<file path="src/rtl/hue_pkg.sv">
package hue_pkg;
  typedef enum logic [1:0] {
    MODE_BYTE   = 2'd0,
    MODE_MONO   = 2'd1,
    MODE_NIB    = 2'd2,
    MODE_ALPHA8 = 2'd3
  } hue_mode_e;
endpackage

</file>
<file path="src/rtl/hue_addr_reg.sv">
module hue_addr_reg #(
  parameter int REG_W  = 32,
  parameter int ADDR_W = 23
) (
  input  logic             clk_i,
  input  logic             rst_ni,
  input  logic             we_i,
  input  logic [REG_W-1:0] wdata_i,
  output logic [REG_W-1:0] addr_o
);
  logic [ADDR_W-1:0] addr_q;

  always_ff @(posedge clk_i or negedge rst_ni) begin
    if (!rst_ni)   addr_q <= '0;
    else if (we_i) addr_q <= wdata_i[ADDR_W-1:0];
  end

  assign addr_o = REG_W'(addr_q);

  assert_reg_hold_R2: assert property (@(posedge clk_i) disable iff (!rst_ni)
    !we_i |=> $stable(addr_o));
endmodule

</file>
<file path="src/rtl/hue_start_decode.sv">
module hue_start_decode
  import hue_pkg::*;
#(
  parameter int WORD_W = 32,
  localparam int POS_W = $clog2(WORD_W)
) (
  input  hue_mode_e        mode_i,
  input  logic [POS_W-1:0] addr_i,
  output logic [POS_W-1:0] first_pos_o,
  output logic [POS_W-1:0] last_pos_o,
  output logic             skip_o
);
  // bits above the in-word index ask for one whole leading word to be skipped
  always_comb begin
    unique case (mode_i)
      MODE_MONO: begin
        first_pos_o = addr_i;
        last_pos_o  = POS_W'(WORD_W - 1);
        skip_o      = 1'b0;
      end
      MODE_NIB: begin
        first_pos_o = POS_W'(addr_i[POS_W-3:0]);
        last_pos_o  = POS_W'(WORD_W/4 - 1);
        skip_o      = addr_i[POS_W-2];
      end
      MODE_ALPHA8: begin
        first_pos_o = POS_W'(addr_i[POS_W-4:0]);
        last_pos_o  = POS_W'(WORD_W/8 - 1);
        skip_o      = addr_i[POS_W-3];
      end
      default: begin
        first_pos_o = POS_W'(addr_i[POS_W-4:0]);
        last_pos_o  = POS_W'(WORD_W/8 - 1);
        skip_o      = 1'b0;
      end
    endcase
  end
endmodule

</file>
<file path="src/rtl/hue_unit_select.sv">
module hue_unit_select
  import hue_pkg::*;
#(
  parameter int WORD_W = 32,
  parameter int UNIT_W = 8,
  localparam int POS_W  = $clog2(WORD_W),
  localparam int BYTES  = WORD_W / 8,
  localparam int BIDX_W = $clog2(BYTES)
) (
  input  logic [WORD_W-1:0] word_i,
  input  hue_mode_e         mode_i,
  input  logic [POS_W-1:0]  pos_i,
  output logic [UNIT_W-1:0] unit_o
);
  logic [BIDX_W-1:0] bidx;
  logic [7:0]        byte_v;

  always_comb begin
    unique case (mode_i)
      MODE_MONO: bidx = pos_i[BIDX_W+2:3];
      MODE_NIB:  bidx = pos_i[BIDX_W:1];
      default:   bidx = pos_i[BIDX_W-1:0];
    endcase
  end

  // lowest address byte sits in bits 7:0
  always_comb begin
    byte_v = '0;
    for (int b = 0; b < BYTES; b++)
      if (BIDX_W'(b) == bidx) byte_v = word_i[b*8 +: 8];
  end

  // MSB-first inside a byte
  always_comb begin
    unique case (mode_i)
      MODE_MONO: unit_o = UNIT_W'(byte_v[3'd7 - pos_i[2:0]]);
      MODE_NIB:  unit_o = UNIT_W'(pos_i[0] ? byte_v[3:0] : byte_v[7:4]);
      default:   unit_o = UNIT_W'(byte_v);
    endcase
  end
endmodule

</file>
<file path="src/rtl/host_unit_extractor.sv">
module host_unit_extractor
  import hue_pkg::*;
#(
  parameter int REG_W  = 32,
  parameter int ADDR_W = 23,
  parameter int WORD_W = 32,
  parameter int UNIT_W = 8,
  parameter int CNT_W  = 16
) (
  input  logic              clk_i,
  input  logic              rst_ni,
  input  logic              addr_we_i,
  input  logic [REG_W-1:0]  addr_wdata_i,
  output logic [REG_W-1:0]  addr_o,
  input  logic [1:0]        mode_i,
  input  logic              start_i,
  input  logic [CNT_W-1:0]  unit_cnt_i,
  input  logic [WORD_W-1:0] host_data_i,
  input  logic              host_valid_i,
  output logic              host_ready_o,
  output logic [UNIT_W-1:0] unit_o,
  output logic              unit_valid_o,
  input  logic              unit_ready_i,
  output logic              unit_last_o
);
  localparam int POS_W = $clog2(WORD_W);

  logic [POS_W-1:0]  first_pos, last_pos;
  logic              skip_dec;

  hue_mode_e         mode_q;
  logic [WORD_W-1:0] word_q;
  logic [POS_W-1:0]  pos_q, last_pos_q;
  logic [CNT_W-1:0]  remain_q;
  logic              skip_q, active_q, full_q;
  logic              host_fire, unit_fire;

  hue_addr_reg #(.REG_W(REG_W), .ADDR_W(ADDR_W)) i_addr_reg (
    .clk_i   (clk_i),
    .rst_ni  (rst_ni),
    .we_i    (addr_we_i),
    .wdata_i (addr_wdata_i),
    .addr_o  (addr_o)
  );

  hue_start_decode #(.WORD_W(WORD_W)) i_start_decode (
    .mode_i      (hue_mode_e'(mode_i)),
    .addr_i      (addr_o[POS_W-1:0]),
    .first_pos_o (first_pos),
    .last_pos_o  (last_pos),
    .skip_o      (skip_dec)
  );

  hue_unit_select #(.WORD_W(WORD_W), .UNIT_W(UNIT_W)) i_unit_select (
    .word_i (word_q),
    .mode_i (mode_q),
    .pos_i  (pos_q),
    .unit_o (unit_o)
  );

  assign host_ready_o = active_q && !full_q;
  assign unit_valid_o = full_q;
  assign unit_last_o  = full_q && (remain_q == CNT_W'(1));
  assign host_fire    = host_ready_o && host_valid_i;
  assign unit_fire    = unit_valid_o && unit_ready_i;

  always_ff @(posedge clk_i or negedge rst_ni) begin
    if (!rst_ni) begin
      mode_q     <= MODE_BYTE;
      word_q     <= '0;
      pos_q      <= '0;
      last_pos_q <= '0;
      remain_q   <= '0;
      skip_q     <= 1'b0;
      active_q   <= 1'b0;
      full_q     <= 1'b0;
    end else if (start_i) begin
      mode_q     <= hue_mode_e'(mode_i);
      pos_q      <= first_pos;
      last_pos_q <= last_pos;
      skip_q     <= skip_dec;
      remain_q   <= unit_cnt_i;
      active_q   <= (unit_cnt_i != '0);
      full_q     <= 1'b0;
    end else begin
      if (host_fire) begin
        if (skip_q) skip_q <= 1'b0;  // discard a whole leading word
        else begin
          word_q <= host_data_i;
          full_q <= 1'b1;
        end
      end
      if (unit_fire) begin
        remain_q <= remain_q - CNT_W'(1);
        if (remain_q == CNT_W'(1)) begin
          full_q   <= 1'b0;
          active_q <= 1'b0;
        end else if (pos_q == last_pos_q) begin
          full_q <= 1'b0;
          pos_q  <= '0;
        end else begin
          pos_q <= pos_q + POS_W'(1);
        end
      end
    end
  end

  assert_unit_stable_R11: assert property (@(posedge clk_i) disable iff (!rst_ni)
    unit_valid_o && !unit_ready_i && !start_i |=>
      unit_valid_o && $stable(unit_o) && $stable(unit_last_o));

  assert_end_closes_R9: assert property (@(posedge clk_i) disable iff (!rst_ni)
    unit_fire && unit_last_o && !start_i |=> !unit_valid_o && !host_ready_o);

  assert_mono_width_R3: assert property (@(posedge clk_i) disable iff (!rst_ni)
    unit_valid_o && mode_q == MODE_MONO |-> unit_o[UNIT_W-1:1] == '0);

  assert_nib_width_R4: assert property (@(posedge clk_i) disable iff (!rst_ni)
    unit_valid_o && mode_q == MODE_NIB |-> unit_o[UNIT_W-1:4] == '0);

  assert_skip_silent_R8: assert property (@(posedge clk_i) disable iff (!rst_ni)
    skip_q |-> !unit_valid_o);
endmodule

</file>
<file path="config.mk">
export PLATFORM = sky130hd
export DESIGN_NAME = host_unit_extractor
export DESIGN_NICKNAME = d
export VERILOG_FILES = /design/src/rtl/hue_pkg.sv /design/src/rtl/hue_addr_reg.sv /design/src/rtl/hue_start_decode.sv /design/src/rtl/hue_unit_select.sv /design/src/rtl/host_unit_extractor.sv
export SDC_FILE = /design/constraint.sdc
export NUM_CORES = 1
export LEC_CHECK = 0
export BUFFER_PORTS_ARGS = -buffer_cell sky130_fd_sc_hd__buf_2
export CAP_MARGIN = 20
export CORE_MARGIN = 10
export CORE_UTILIZATION = 45
export CTS_BUF_LIST = sky130_fd_sc_hd__clkbuf_8
export CTS_CLUSTER_DIAMETER = 30
export DETAILED_ROUTE_END_ITERATION = 6
export PLACE_DENSITY = 0.71
export SYNTH_ARGS = -nofsm -noshare
export SYNTH_HDL_FRONTEND = slang
export SYNTH_HIERARCHICAL = 1
export SYNTH_SLANG_ARGS = --single-unit
</file>
<file path="constraint.sdc">
create_clock -name clk_i -period 4 [get_ports clk_i]
set_input_delay 1.2 -clock clk_i [delete_from_list [all_inputs] [get_ports clk_i]]
set_output_delay 1.2 -clock clk_i [all_outputs]
set_load 0.01 [all_outputs]
</file>
# Yosys cells after proc, flatten, opt, wreduce, memory -nomap -nowiden
# Index checks and enable logic that the tools add are counted.
[classes] add_sub_neg=3 order_cmp=1 eq_ne=11 n_mux=29 n_bitwise=2 reduce_logical=13
[ops] op="$mux 16" count=2
[ops] op="$mux 8" count=4
[ops] op="$mux 5" count=4
[ops] op="$pmux 5 s2" count=2
[ops] op="$eq 16x1->1 const B" count=1
[ops] op="$pmux 8 s2" count=1
[ops] op="$reduce_bool 16->1" count=1
[ops] op="$sub 16x1->16 const B" count=1
[ops] op="$mux 1" count=12
[ops] op="$eq 2x2->1 const B" count=3
[ops] op="$reduce_bool 2->1" count=3
[ops] op="$add 5x1->5 const B" count=1
[ops] op="$eq 5x5->1" count=1
[ops] op="$eq 2x1->1 const B" count=2
[ops] op="$eq 2x2->1 const A" count=2
[ops] op="$logic_and 1x1->1" count=4
[ops] op="$lt 3x4->1 const B" count=1
[ops] op="$mux 4" count=1
[ops] op="$pmux 2 s2" count=1
[ops] op="$reduce_and 2->1" count=2
[ops] op="$bmux 1 s3" count=1
[ops] op="$reduce_and 3->1" count=1
[ops] op="$sub 3x3->3 const A" count=1
[ops] op="$eq 1x2->1 const A" count=1
[ops] op="5 further kinds" count=6
[totals] regBits=86 input_bits=88 out_inout_bits=43

# Logic depth before layout (Yosys ltp)
# Gate-level depths: netlist (run 1).
[depth] depth_word=10 mapped_depth=10 depth_no_buf=8

# Cells and area by module
# The synthesis (run 1) kept the hierarchy.
[by_module_without_submodules] mod="host_unit_extractor" n_inst=1 cells_each=249 area_per_inst_um2=2914.0 seq_area_each_um2=1576.5
[by_module_without_submodules] mod="hue_addr_reg" n_inst=1 cells_each=58 area_per_inst_um2=928.4 seq_area_each_um2=575.6
[by_module_without_submodules] mod="hue_unit_select" n_inst=1 cells_each=96 area_per_inst_um2=633.1 seq_area_each_um2=0.0
[by_module_without_submodules] mod="hue_start_decode" n_inst=1 cells_each=17 area_per_inst_um2=133.9 seq_area_each_um2=0.0

# Least setup slack after synthesis (run 1)
# OpenSTA, ideal clock, no wires.
[synth_timing] path_kind="flip-flop to output port" startpoint="register mode_q[0]" endpoint="output unit_o[0]" arrival_time_ns=2.207 required_ns=2.800 setup_slack_ns=0.593 stages_incl_launch_ff=11 path_buffers=2 path_cell_list="dfrtp_1 > inv_1 > ha_1 > buf_6 > a221o_1 > buf_6 > nand2_8 > nand2_2 > a22o_1 > o2111a_1 > o311ai_1"
[synth_between] elab_chain_cells=10 elab_cells_between_ends=15 cone_classes="eq/ne (5); mux (9); reduce/logical (1)"
[synth_lines] element="start: declaration" line="host_unit_extractor.sv:31" rtl="hue_mode_e mode_q;"
[synth_lines] element="start signal: assignment" line="host_unit_extractor.sv:78" rtl="mode_q <= hue_mode_e'(mode_i);"
[synth_lines] element="$eq 2x2->1 or $eq 2x1->1 (tied branches)" line="hue_unit_select.sv:19, hue_unit_select.sv:35"
[synth_lines] element="$pmux 2 s2" line="hue_unit_select.sv:19" rtl="unique case (mode_i)"
[synth_lines] element="$logic_not 2->1" line="hue_unit_select.sv:30" rtl="if (BIDX_W'(b) == bidx) byte_v = word_i[b*8 +: 8];"
[synth_lines] element="$mux 8 (4 in series)" line="hue_unit_select.sv:30"
[synth_lines] element="$bmux 1 s3" line="hue_unit_select.sv:36" rtl="MODE_MONO: unit_o = UNIT_W'(byte_v[3'd7 - pos_i[2:0]]);"
[synth_lines] element="$mux 1 (implied by the code)" line="hue_unit_select.sv:36"
[synth_lines] element="$pmux 8 s2 *" line="hue_unit_select.sv:35" rtl="unique case (mode_i)"
[synth_lines] element="end: declaration" line="host_unit_extractor.sv:21" rtl="output logic [UNIT_W-1:0] unit_o,"
# Mark *: on every way between the ends. The rest lies on a longest branch, timed or not. The select of a mux whose other input is x is not followed.

# Final worst setup path (run 1)
# Same ends and word-level chain as after synthesis.

==> results.md, run 1 <==
- R2R Path Start: remain_q[1]
- Rel. slew slack: 0.424
- Overall Power: roughly 0.0025 W
- Placed cells: 647
- Skew final: approximately 6.3 ps
- I/O Pins: around 130
- CTS sink cnt: 86
- Initial antenna violation count: 0
- Pint: 0.00166 W
- Worst path arrival time: roughly 2800 ps
- Maximum fanout along the worst path: 9
- Unrepaired setup endpoints after global routing: true
- Critical path class: reg -> out
- DRT iter0 DRCs: ~170
- # fillers: between 800 and 900
- GPL Wtd Cong: 0.919
- Final setup viols: 0
- Pleak: 2.57 nW
- Synthesis Warnings: 6
- Fin crit share: 0.991
- H-tree Lvls: 3
- Total track usage: 0.147
- Initial core utilization: 0.467
- Most frequent cells in the layout: 111 x buf_2, 86 x dfrtp_1, 42 x nand2_1
- Max Cap Violations: 0
- Unique masters post-synth: 64
- Vias/cell: approximately 5.2
- Residual DRC: 0
- Core region area: 9860 um2
- Detailed placement HPWL: between 8 and 9 mm
- Pwr/cell area: approximately 450 nW/um2
- Post-Synthesis Cells: 420
- Sequential power share: 0.465
- WHS: 495 ps
- Synthesized area per cell: between 10 and 15 um2
- Element type at the critical path end: output pin
- Final Routed Wirelength: between 10 and 15 mm
- Total CTS buffers: 9
- Drt wl/cell: between 15 and 20 um
- Synthesized cell area: around 4600 um2
- Post-synthesis sequential area ratio: 0.467
- DR pass1 iterations: 4
- Die width: 121 um
- Number of flops mapped to enable cells by yosys: 0
- Routed vias: around 3500
- Tmin final: 3960 ps
- Critical Path Source Type: flop
- Synth async-reset ratio: 1.00
- Num rows: 36
- First-pass GRT wire length: between 15 and 20 mm
- IO buf count: about 110
- Final std cells w/o fill: between 600 and 700
- Combinational power share: 0.328
- Sw frac: 0.333
- Final core utilization: 0.566
- Die Height: about 120 um
- Min-delay worst type: reg -> reg
- ANT cells: 0
- Clock power share: 0.206
- Clk Latency, worst-skew pair: about 340 ps
- Status: complete, no violations
- CTS tree: yes
- Seq cells post-synth: 86
- CTS Buffer Depth: 2
- Worst-Margin Slew: 864 ps
- Share of layout cells above drive strength 1: 0.373
- Antenna Nets Post-Route: 0
- Top FF cell, synth: dfrtp_1
- # nets final: roughly 640
- Peak VDD IR: ~0.00024 V
- Reg-to-reg setup timing slack: between 2000 and 2500 ps
- Clk pin slew, worst setup/hold paths: ~80 ps
- GRT overflow: 0
- Die Area: 14700 um2
- Peak Freq: 252 MHz
- P_sw: ~0.00083 W
- Area Growth Syn to Fin: 21.1%
- Vias in the first global route: between 3000 and 4000
- Pin count of the biggest net entering global routing: just under 90
- Final Max Tran Viols: 0
- Crit path required time: 2800 ps
- Commonest non-fill, non-tap cell in the layout: buf_2
- Final setup TNS: 0 ps
- Fin. Hold Viols: 0
- Root buffer cell: clkbuf_8
- Critical Path Start: mode_q[0]
- Min-Delay Startpoint: word_q[26]
timing repair:
item                                    4_1_cts  5_1_grt
pin swaps                                     0        9
endpoints found under the setup margin        2        2
hold buffers                                  0        0
gates resized for setup                       6       16
setup buffers                                 1       12
final cells by class:
cell class                      count  area, um2  share of cell area
Multi-Input combinational cell    298       2320               0.416
Sequential cell                    86       2150               0.386
Timing Repair Buffer              130        734               0.132
Tap cell                          133        166              0.0298
Clock buffer                       10        138              0.0247
Inverter                           14       52.6             0.00941
Clock inverter                      4       17.5             0.00314
worst paths after layout:
check | end | depth (start not counted)
worst min-delay path | word_q[26] | 1
min in group asynchronous | word_q[21] | 1
worst min register to register | word_q[26] | 1
worst max-delay path | unit_o[0] | 10
max in group asynchronous | unit_valid_o | 2
worst max register to register | pos_q[3] | 6
logic make-up (layout without fill, tap and decap cells):
| logic type | count (synthesis) | count (layout) | synth area share |
|---|---|---|---|
| AND/OR/NAND/NOR | 117 | 117 | 0.134 |
| flip-flops | 86 | 86 | 0.467 |
| AO/OA/AOI/OAI | 76 | 76 | 0.120 |
| multiplexers | 66 | 66 | 0.160 |
| buffers and inverters | 45 | 158 | 0.0565 |
| XOR/XNOR | 19 | 19 | 0.0361 |
| adder cells (fa/ha/maj) | 9 | 9 | 0.0244 |
| other | 2 | 11 | 0.00163 |
worst max-delay path, stage by stage (launching register included):
cell	delay (ps)
dfrtp_1	430
inv_2	60
ha_4	250
a221o_2	380
nand2_8	120
buf_6	140
a2111oi_1	90
a211oi_1	340
o41ai_2	150
o311ai_2	280
buf_2	180
cell usage after synthesis, types with 2 or more instances:
library cell	count	area (um2)
a211oi_1	5	37.5
a21o_1	3	22.5
a21oi_1	9	45.0
a22o_1	3	26.3
and3_1	5	31.3
and4b_1	2	20.0
buf_2	4	20.0
buf_4	15	113
buf_6	4	45.0
clkbuf_1	7	26.3
conb_1	2	7.51
dfrtp_1	86	2150
ha_1	9	113
inv_1	13	48.8
mux2_1	29	327
mux2_2	34	383
mux2i_1	3	30.0
nand2_1	42	158
nand2b_1	2	12.5
nand3_1	21	105
nand3b_1	2	15.0
nor2_1	12	45.0
nor2b_1	5	31.3
nor3_1	6	30.0
nor4_1	7	43.8
nor4_2	2	25.0
o211ai_1	3	22.5
o21ai_0	21	105
o21ai_1	8	40.0
o22ai_1	2	12.5
o2bb2ai_1	3	26.3
o311ai_2	2	32.5
xnor2_1	12	105
xor2_1	7	61.3
registers in the layout, summed over array words and instances (netlist names):
register / count
word_q: 32
i_addr_reg/addr_q: 23
remain_q: 16
last_pos_q: 5
pos_q: 5
mode_q: 2
active_q: 1
skip_q: 1
unit_valid_o: 1
power groups by stage:
stage               clock (W)  sequential (W)  combinational [W]
CTS                  0.000535         0.00115           0.000728
floorplan                   0         0.00114           0.000503
global route         0.000569         0.00118           0.000897
finish               0.000513         0.00116           0.000817
global placement            0         0.00116           0.000691
detailed placement          0         0.00117           0.000708
metal layers:
layer | vias to the layer above | track usage | routed length, um
li1 | 1719 | - | -
met1 | 1686 | 0.186 | 4760
met2 | 100 | 0.226 | 5200
met3 | 14 | 0.0461 | 836
met4 | 0 | 0.0671 | 199
met5 | - | 0 | 0
through the flow:
step,setup slack (ps),area (um2)
4_1_cts,31.6,5390
2_1_floorplan,593,4640
3_5_place_dp,197,5190
6_report,37.0,5580
3_3_place_gp,205,5190
5_1_grt,-117,5580
(Power assumes the default switching activity.)
==> inputs of run 2 (changes only) <==
PLACE_DENSITY = 0.76   (was 0.71)
==> run 2 against run 1 <==
Compared with the run above:
- sequential cell count stayed put
- clock power increased by 20%
- global-route usage grew 0.46 points
- largest cell class unchanged
==> results.md, run 2 (same netlist as run 1, synthesis figures left out) <==
- Critical Path Source Type: flop
- Max Cap Violations: 0 (unchanged)
- Total CTS buffers: 9 (unchanged)
- Fin crit share: 0.980 (-0.0109)
- Vias in the first global route: 3733 (+4.1%)
- Num rows: 36 (unchanged)
- I/O Pins: 131 (unchanged)
- Initial antenna violation count: 0 (unchanged)
- Die Height: 121 um (unchanged)
- Post-CTS Hold Buffers: 0 (unchanged)
- Placed cells: 648 (+0.15%)
- Skew final: 9.75 ps (+3.41 ps)
- Tmin final: 3920 ps (-43.7 ps)
- DRT iter0 DRCs: 158 (-4.2%)
- Worst-Margin Slew: 567 ps (-296 ps)
- Max FFs per register: 32 (unchanged)
- Maximum fanout along the worst path: 7 (-2)
- Worst stage delay on the critical path: 440 ps (about the same)
- Pleak: 2.57 nW (+0.10%)
- Final Max Tran Viols: 0 (unchanged)
- Pwr/cell area: 463 nW/um2 (+3.8%)
- Min-delay worst type: reg -> reg
- Final Routed Wirelength: 11.3 mm (+3.1%)
- Worst-path cell chain: inv_2 > ha_4 > a221o_2 > a21boi_4 > buf_6 > nand3_1 > a211oi_1 > o31a_1 > o311ai_2 > buf_2
- Die Area: 14700 um2 (unchanged)
- Drt wl/cell: 16.8 um (+3.4%)
- Commonest non-fill, non-tap cell in the layout: buf_2
- Final setup TNS: 0 ps (unchanged)
- Top flop regs: word_q (32), i_addr_reg/addr_q (23), remain_q (16)
- Crit path required time: 2800 ps (about the same)
- Root buffer cell: clkbuf_8
- Hold EP: word_q[26]
- Status: complete, no violations
- Detailed placement HPWL: 8.27 mm (+1.9%)
- Routed vias: 3594 (+2.1%)
- # nets final: 632 (-0.63%)
- Area Growth Syn to Fin: 21.6%
- Initial core utilization: 0.467 (unchanged)
- Fin. Hold Viols: 0 (unchanged)
- Share of layout cells above drive strength 1: 0.381 (+0.00879)
- Element type at the critical path end: output pin
- Worst path arrival time: 2720 ps (-40 ps)
- DR pass1 iterations: 4 (unchanged)
- Core region area: 9860 um2 (unchanged)
- Pin count of the biggest net entering global routing: 87 (unchanged)
- Biggest register: word_q
- Unrepaired setup endpoints after global routing: true
- Most frequent cells in the layout: 111 x buf_2, 86 x dfrtp_1, 42 x nand2_1
- Rel. slew slack: 0.622 (+0.198)
- Final setup viols: 0 (unchanged)
- R2R Path Start: remain_q[1]
- IO buf count: 112 (unchanged)
- Slowest cell on crit path: dfrtp_1
- GPL Wtd Cong: 0.909 (-1.1%)
- Total track usage: 0.152 (+0.00461)
- H-tree Lvls: 3 (unchanged)
- ANT cells: 0 (unchanged)
- CTS sink cnt: 86 (unchanged)
- Final std cells w/o fill: 673 (-0.30%)
- Peak Freq: 255 MHz (+1.1%)
- Clk Latency, worst-skew pair: 360 ps (+20 ps)
- Die width: 121 um (unchanged)
- Hold depth: 1 (unchanged)
- Residual DRC: 0 (unchanged)
- Vias/cell: 5.34 (+2.4%)
- Min-Delay Startpoint: word_q[26]
- GRT overflow: 0 (unchanged)
- Reg-to-reg setup timing slack: 2110 ps (+20 ps)
- First-pass GRT wire length: 18.2 mm (+3.5%)
- CTS tree: yes
- Antenna Nets Post-Route: 0 (unchanged)
- R2r worst-path depth: 6 (unchanged)
- Clk pin slew, worst setup/hold paths: 80 ps (about the same)
- Critical path class: reg -> out
- Peak VDD IR: 0.000194 V (-20%)
- CTS Buffer Depth: 2 (unchanged)
- RR Endpoint: pos_q[3]
## run 2: worst max-delay path: cells and delay by family, from the launching register on
family / cells / cell delay, ps
buffers and inverters: 3 / 390
adders and majority gates: 1 / 250
AOI/OAI and AO/OA: 5 / 1190
DFF: 1 / 440
and+or+nand+nor: 1 / 90
## run 2: worst max path at each step
stage,start,end
2_1_floorplan,mode_q[0],unit_o[0]
3_3_place_gp,mode_q[0],unit_o[0]
3_5_place_dp,mode_q[0],unit_o[0]
4_1_cts,mode_q[1],unit_o[0]
5_1_grt,mode_q[0],unit_o[0]
6_report,mode_q[0],unit_o[0]
## run 2: where the power goes
group | internal, W | switching [W] | leakage (nW) | total (W)
Combinational | 0.000387 | 0.000428 | 1.43 | 0.000815
Clock | 0.000318 | 0.000301 | 0.110 | 0.000618
Sequential | 0.00103 | 0.000132 | 1.03 | 0.00116
## run 2: layout make-up
class	count	area (um2)
sequential	86	2150
tap	133	166
clock inverter	5	48.8
fill	838	4260
multi-input combinational	298	2350
inverter	14	52.6
timing repair buffer	126	688
clock buffer	11	151
## run 2: metrics by stage
step	total power [W]	utilization	hold WS (ps)	area [um2]	setup slack [ps]
floorplan	0.00164	-	456	4640	593
global placement	0.00185	0.527	469	5200	212
detailed placement	0.00188	0.527	481	5200	168
CTS	0.00253	0.554	498	5460	8.23
global route	0.00276	0.568	518	5610	-56.8
finish	0.00259	0.568	496	5610	80.7
## run 2: routing by layer
| metal | track usage | vias to the layer above | share of wire |
|---|---|---|---|
| met1 | 0.191 | 1742 | 0.42 |
| li1 | - | 1705 | - |
| met3 | 0.0340 | 19 | 0.064 |
| met4 | 0.0686 | 0 | 0.020 |
| met2 | 0.244 | 128 | 0.49 |
| met5 | 0 | - | 0 |
## run 2: timing repair
action	4_1_cts	5_1_grt
pin swaps	0	8
resized for setup	9	19
buffers inserted	1	7
endpoints found under the setup margin	2	2
cloned	0	0
==> inputs of run 3 (changes only) <==
GPL_TIMING_DRIVEN = 0   (was not set)
==> run 3 against run 2 <==
Compared with the run above:
- cell count increased by 3.3%
- total power rose by 3.0%
- core utilization grew 1.7 points
- count of clock-buffer cells in the layout shrank 1
- clock power is 8.6% higher
- critical path type unchanged
==> results.md, run 3 (same netlist as run 1, synthesis figures left out) <==
- Root buffer cell: clkbuf_8
- Clk Latency, worst-skew pair: 360 ps (about the same)
- Num rows: 36 (unchanged)
- Final setup slack of the worst path: 121 ps (+40.1 ps)
- Maximum fanout along the worst path: 10 (+3)
- Pin count of the biggest net entering global routing: 68 (-22%)
- Pwr/cell area: 462 nW/um2 (about the same)
- Area Growth Syn to Fin: 25.3%
- Biggest register: word_q
- Total track usage: 0.164 (+0.0124)
- H-tree Lvls: 3 (unchanged)
- RR Endpoint: word_q[18]
- Hold depth: 1 (unchanged)
- Max FFs per register: 32 (unchanged)
- Routed vias: 3704 (+3.1%)
- Initial antenna violation count: 0 (unchanged)
- Min-Delay Startpoint: word_q[22]
- Element type at the critical path end: output pin
- Min-delay worst type: reg -> reg
- Final std cells w/o fill: 695 (+3.3%)
- Drt wl/cell: 17.1 um (+1.7%)
- GRT overflow: 0 (unchanged)
- Vias/cell: 5.33 (-0.20%)
- # nets final: 654 (+3.5%)
- Share of layout cells above drive strength 1: 0.381 (-0.000699)
- Tmin final: 3880 ps (-40.1 ps)
- Rel. slew slack: 0.640 (+0.0179)
- Status: complete, no violations
- Critical path class: reg -> out
- Final Routed Wirelength: 11.9 mm (+5.0%)
- Post-CTS Hold Buffers: 0 (unchanged)
- Worst path arrival time: 2680 ps (-40 ps)
- R2r worst-path depth: 6 (unchanged)
- DRT iter0 DRCs: 206 (+30%)
- Unrepaired setup endpoints after global routing: false
- IO buf count: 112 (unchanged)
- Worst-Margin Slew: 541 ps (-26.8 ps)
- Most frequent cells in the layout: 115 x buf_2, 86 x dfrtp_1, 42 x nand2_1
- Die Height: 121 um (unchanged)
- Antenna Nets Post-Route: 0 (unchanged)
- Clk pin slew, worst setup/hold paths: 80 ps (about the same)
- Hold EP: word_q[22]
- ANT cells: 0 (unchanged)
- Fin. Hold Viols: 0 (unchanged)
- DR pass1 iterations: 4 (unchanged)
- Skew final: 9.48 ps (-0.270 ps)
- R2R Path Start: unit_valid_o
- GPL Wtd Cong: 0.872 (-4.1%)
- Critical Path Source Type: flop
- Peak VDD IR: 0.000216 V (+11%)
- Vias in the first global route: 3951 (+5.8%)
- First-pass GRT wire length: 19.5 mm (+7.1%)
- Detailed placement HPWL: 9.07 mm (+9.7%)
- Final Max Tran Viols: 0 (unchanged)
- # fillers: 858 (+2.4%)
- Initial core utilization: 0.467 (unchanged)
- Fin crit share: 0.970 (-0.0100)
- Die Area: 14700 um2 (unchanged)
- CTS tree: yes
- Commonest non-fill, non-tap cell in the layout: buf_2
- CTS sink cnt: 86 (unchanged)
- Crit path required time: 2800 ps (about the same)
- Place WS: 302 ps (+134 ps)
- Final setup TNS: 0 ps (unchanged)
- Total CTS buffers: 9 (unchanged)
- Die width: 121 um (unchanged)
- Final setup viols: 0 (unchanged)
- Top flop regs: word_q (32), i_addr_reg/addr_q (23), remain_q (16)
- CTS Buffer Depth: 2 (unchanged)
- Placed cells: 675 (+4.2%)
- Pleak: 2.66 nW (+3.4%)
- Core region area: 9860 um2 (unchanged)
- I/O Pins: 131 (unchanged)
- Peak Freq: 258 MHz (+1.0%)
- Reg-to-reg setup timing slack: 1890 ps (-220 ps)
- Max Cap Violations: 0 (unchanged)
- Residual DRC: 0 (unchanged)
run 3: cell count changes in the layout (fill, tap and decap cells not counted), sizes merged:
cell,delta
buf,+13
clkbuf,+7
inv,+2
clkinvlp,+1
nand2,+1
clkinv,-3
bufinv,+1
run 3: through the flow:
stage	cell area, um2	hold WS [ps]	utilization	total power [W]
finish	5770	486	0.585	0.00267
detailed placement	5400	475	0.547	0.00191
global route	5770	510	0.585	0.00282
floorplan	4640	456	-	0.00164
CTS	5680	493	0.576	0.00263
global placement	5370	468	0.544	0.00188
run 3: worst max path at each step:
stage	start	depth (start not counted)	slack, ps	end
after floorplan	mode_q[0]	10	590	unit_o[0]
after global placement	mode_q[0]	10	220	unit_o[0]
after detailed placement	mode_q[0]	11	300	unit_o[0]
after CTS	mode_q[0]	11	10	unit_o[0]
after global routing	mode_q[0]	9	20	unit_o[0]
final	mode_q[0]	9	120	unit_o[0]
run 3: final cells by class:
cell class                 instances  area [um2]  area share
inverter                          14        52.6     0.00910
buffer                            30         203      0.0351
tap                              133         166      0.0288
sequential                        86        2150       0.373
clock inverter                     6        78.8      0.0137
timing repair buffer             117         622       0.108
clock buffer                      10         138      0.0238
multi-input combinational        299        2360       0.409
run 3: timing repair:
item                                    4_1_cts  5_1_grt
buffers inserted                              1        2
hold endpoints to repair                      0        0
pin swaps                                     5        5
endpoints found under the setup margin        1        2
resized for setup                             8       18
cloned                                        1        1
run 3: report_power, final:
| group | switching, W | internal (W) | total, W |
|---|---|---|---|
| Combinational | 0.000437 | 0.000404 | 0.000840 |
| Sequential | 0.000130 | 0.00103 | 0.00116 |
| Clock | 0.000308 | 0.000362 | 0.000671 |
run 3: per-layer routing:
| metal | track usage | share of wire | vias to the layer above |
|---|---|---|---|
| met4 | 0.0641 | 0.019 | 0 |
| met3 | 0.0423 | 0.070 | 17 |
| met2 | 0.271 | 0.48 | 130 |
| met5 | 0 | 0 | - |
| li1 | - | - | 1752 |
| met1 | 0.200 | 0.43 | 1805 |
run 3: critical path: stages (launching register included):
cell and delay (ps):
dfrtp_1 380, inv_1 80, ha_4 350, a221o_2 180
a21boi_4 310, a21oi_1 100, a22o_4 250, o2111a_1 230
o311ai_1 260, buf_2 180
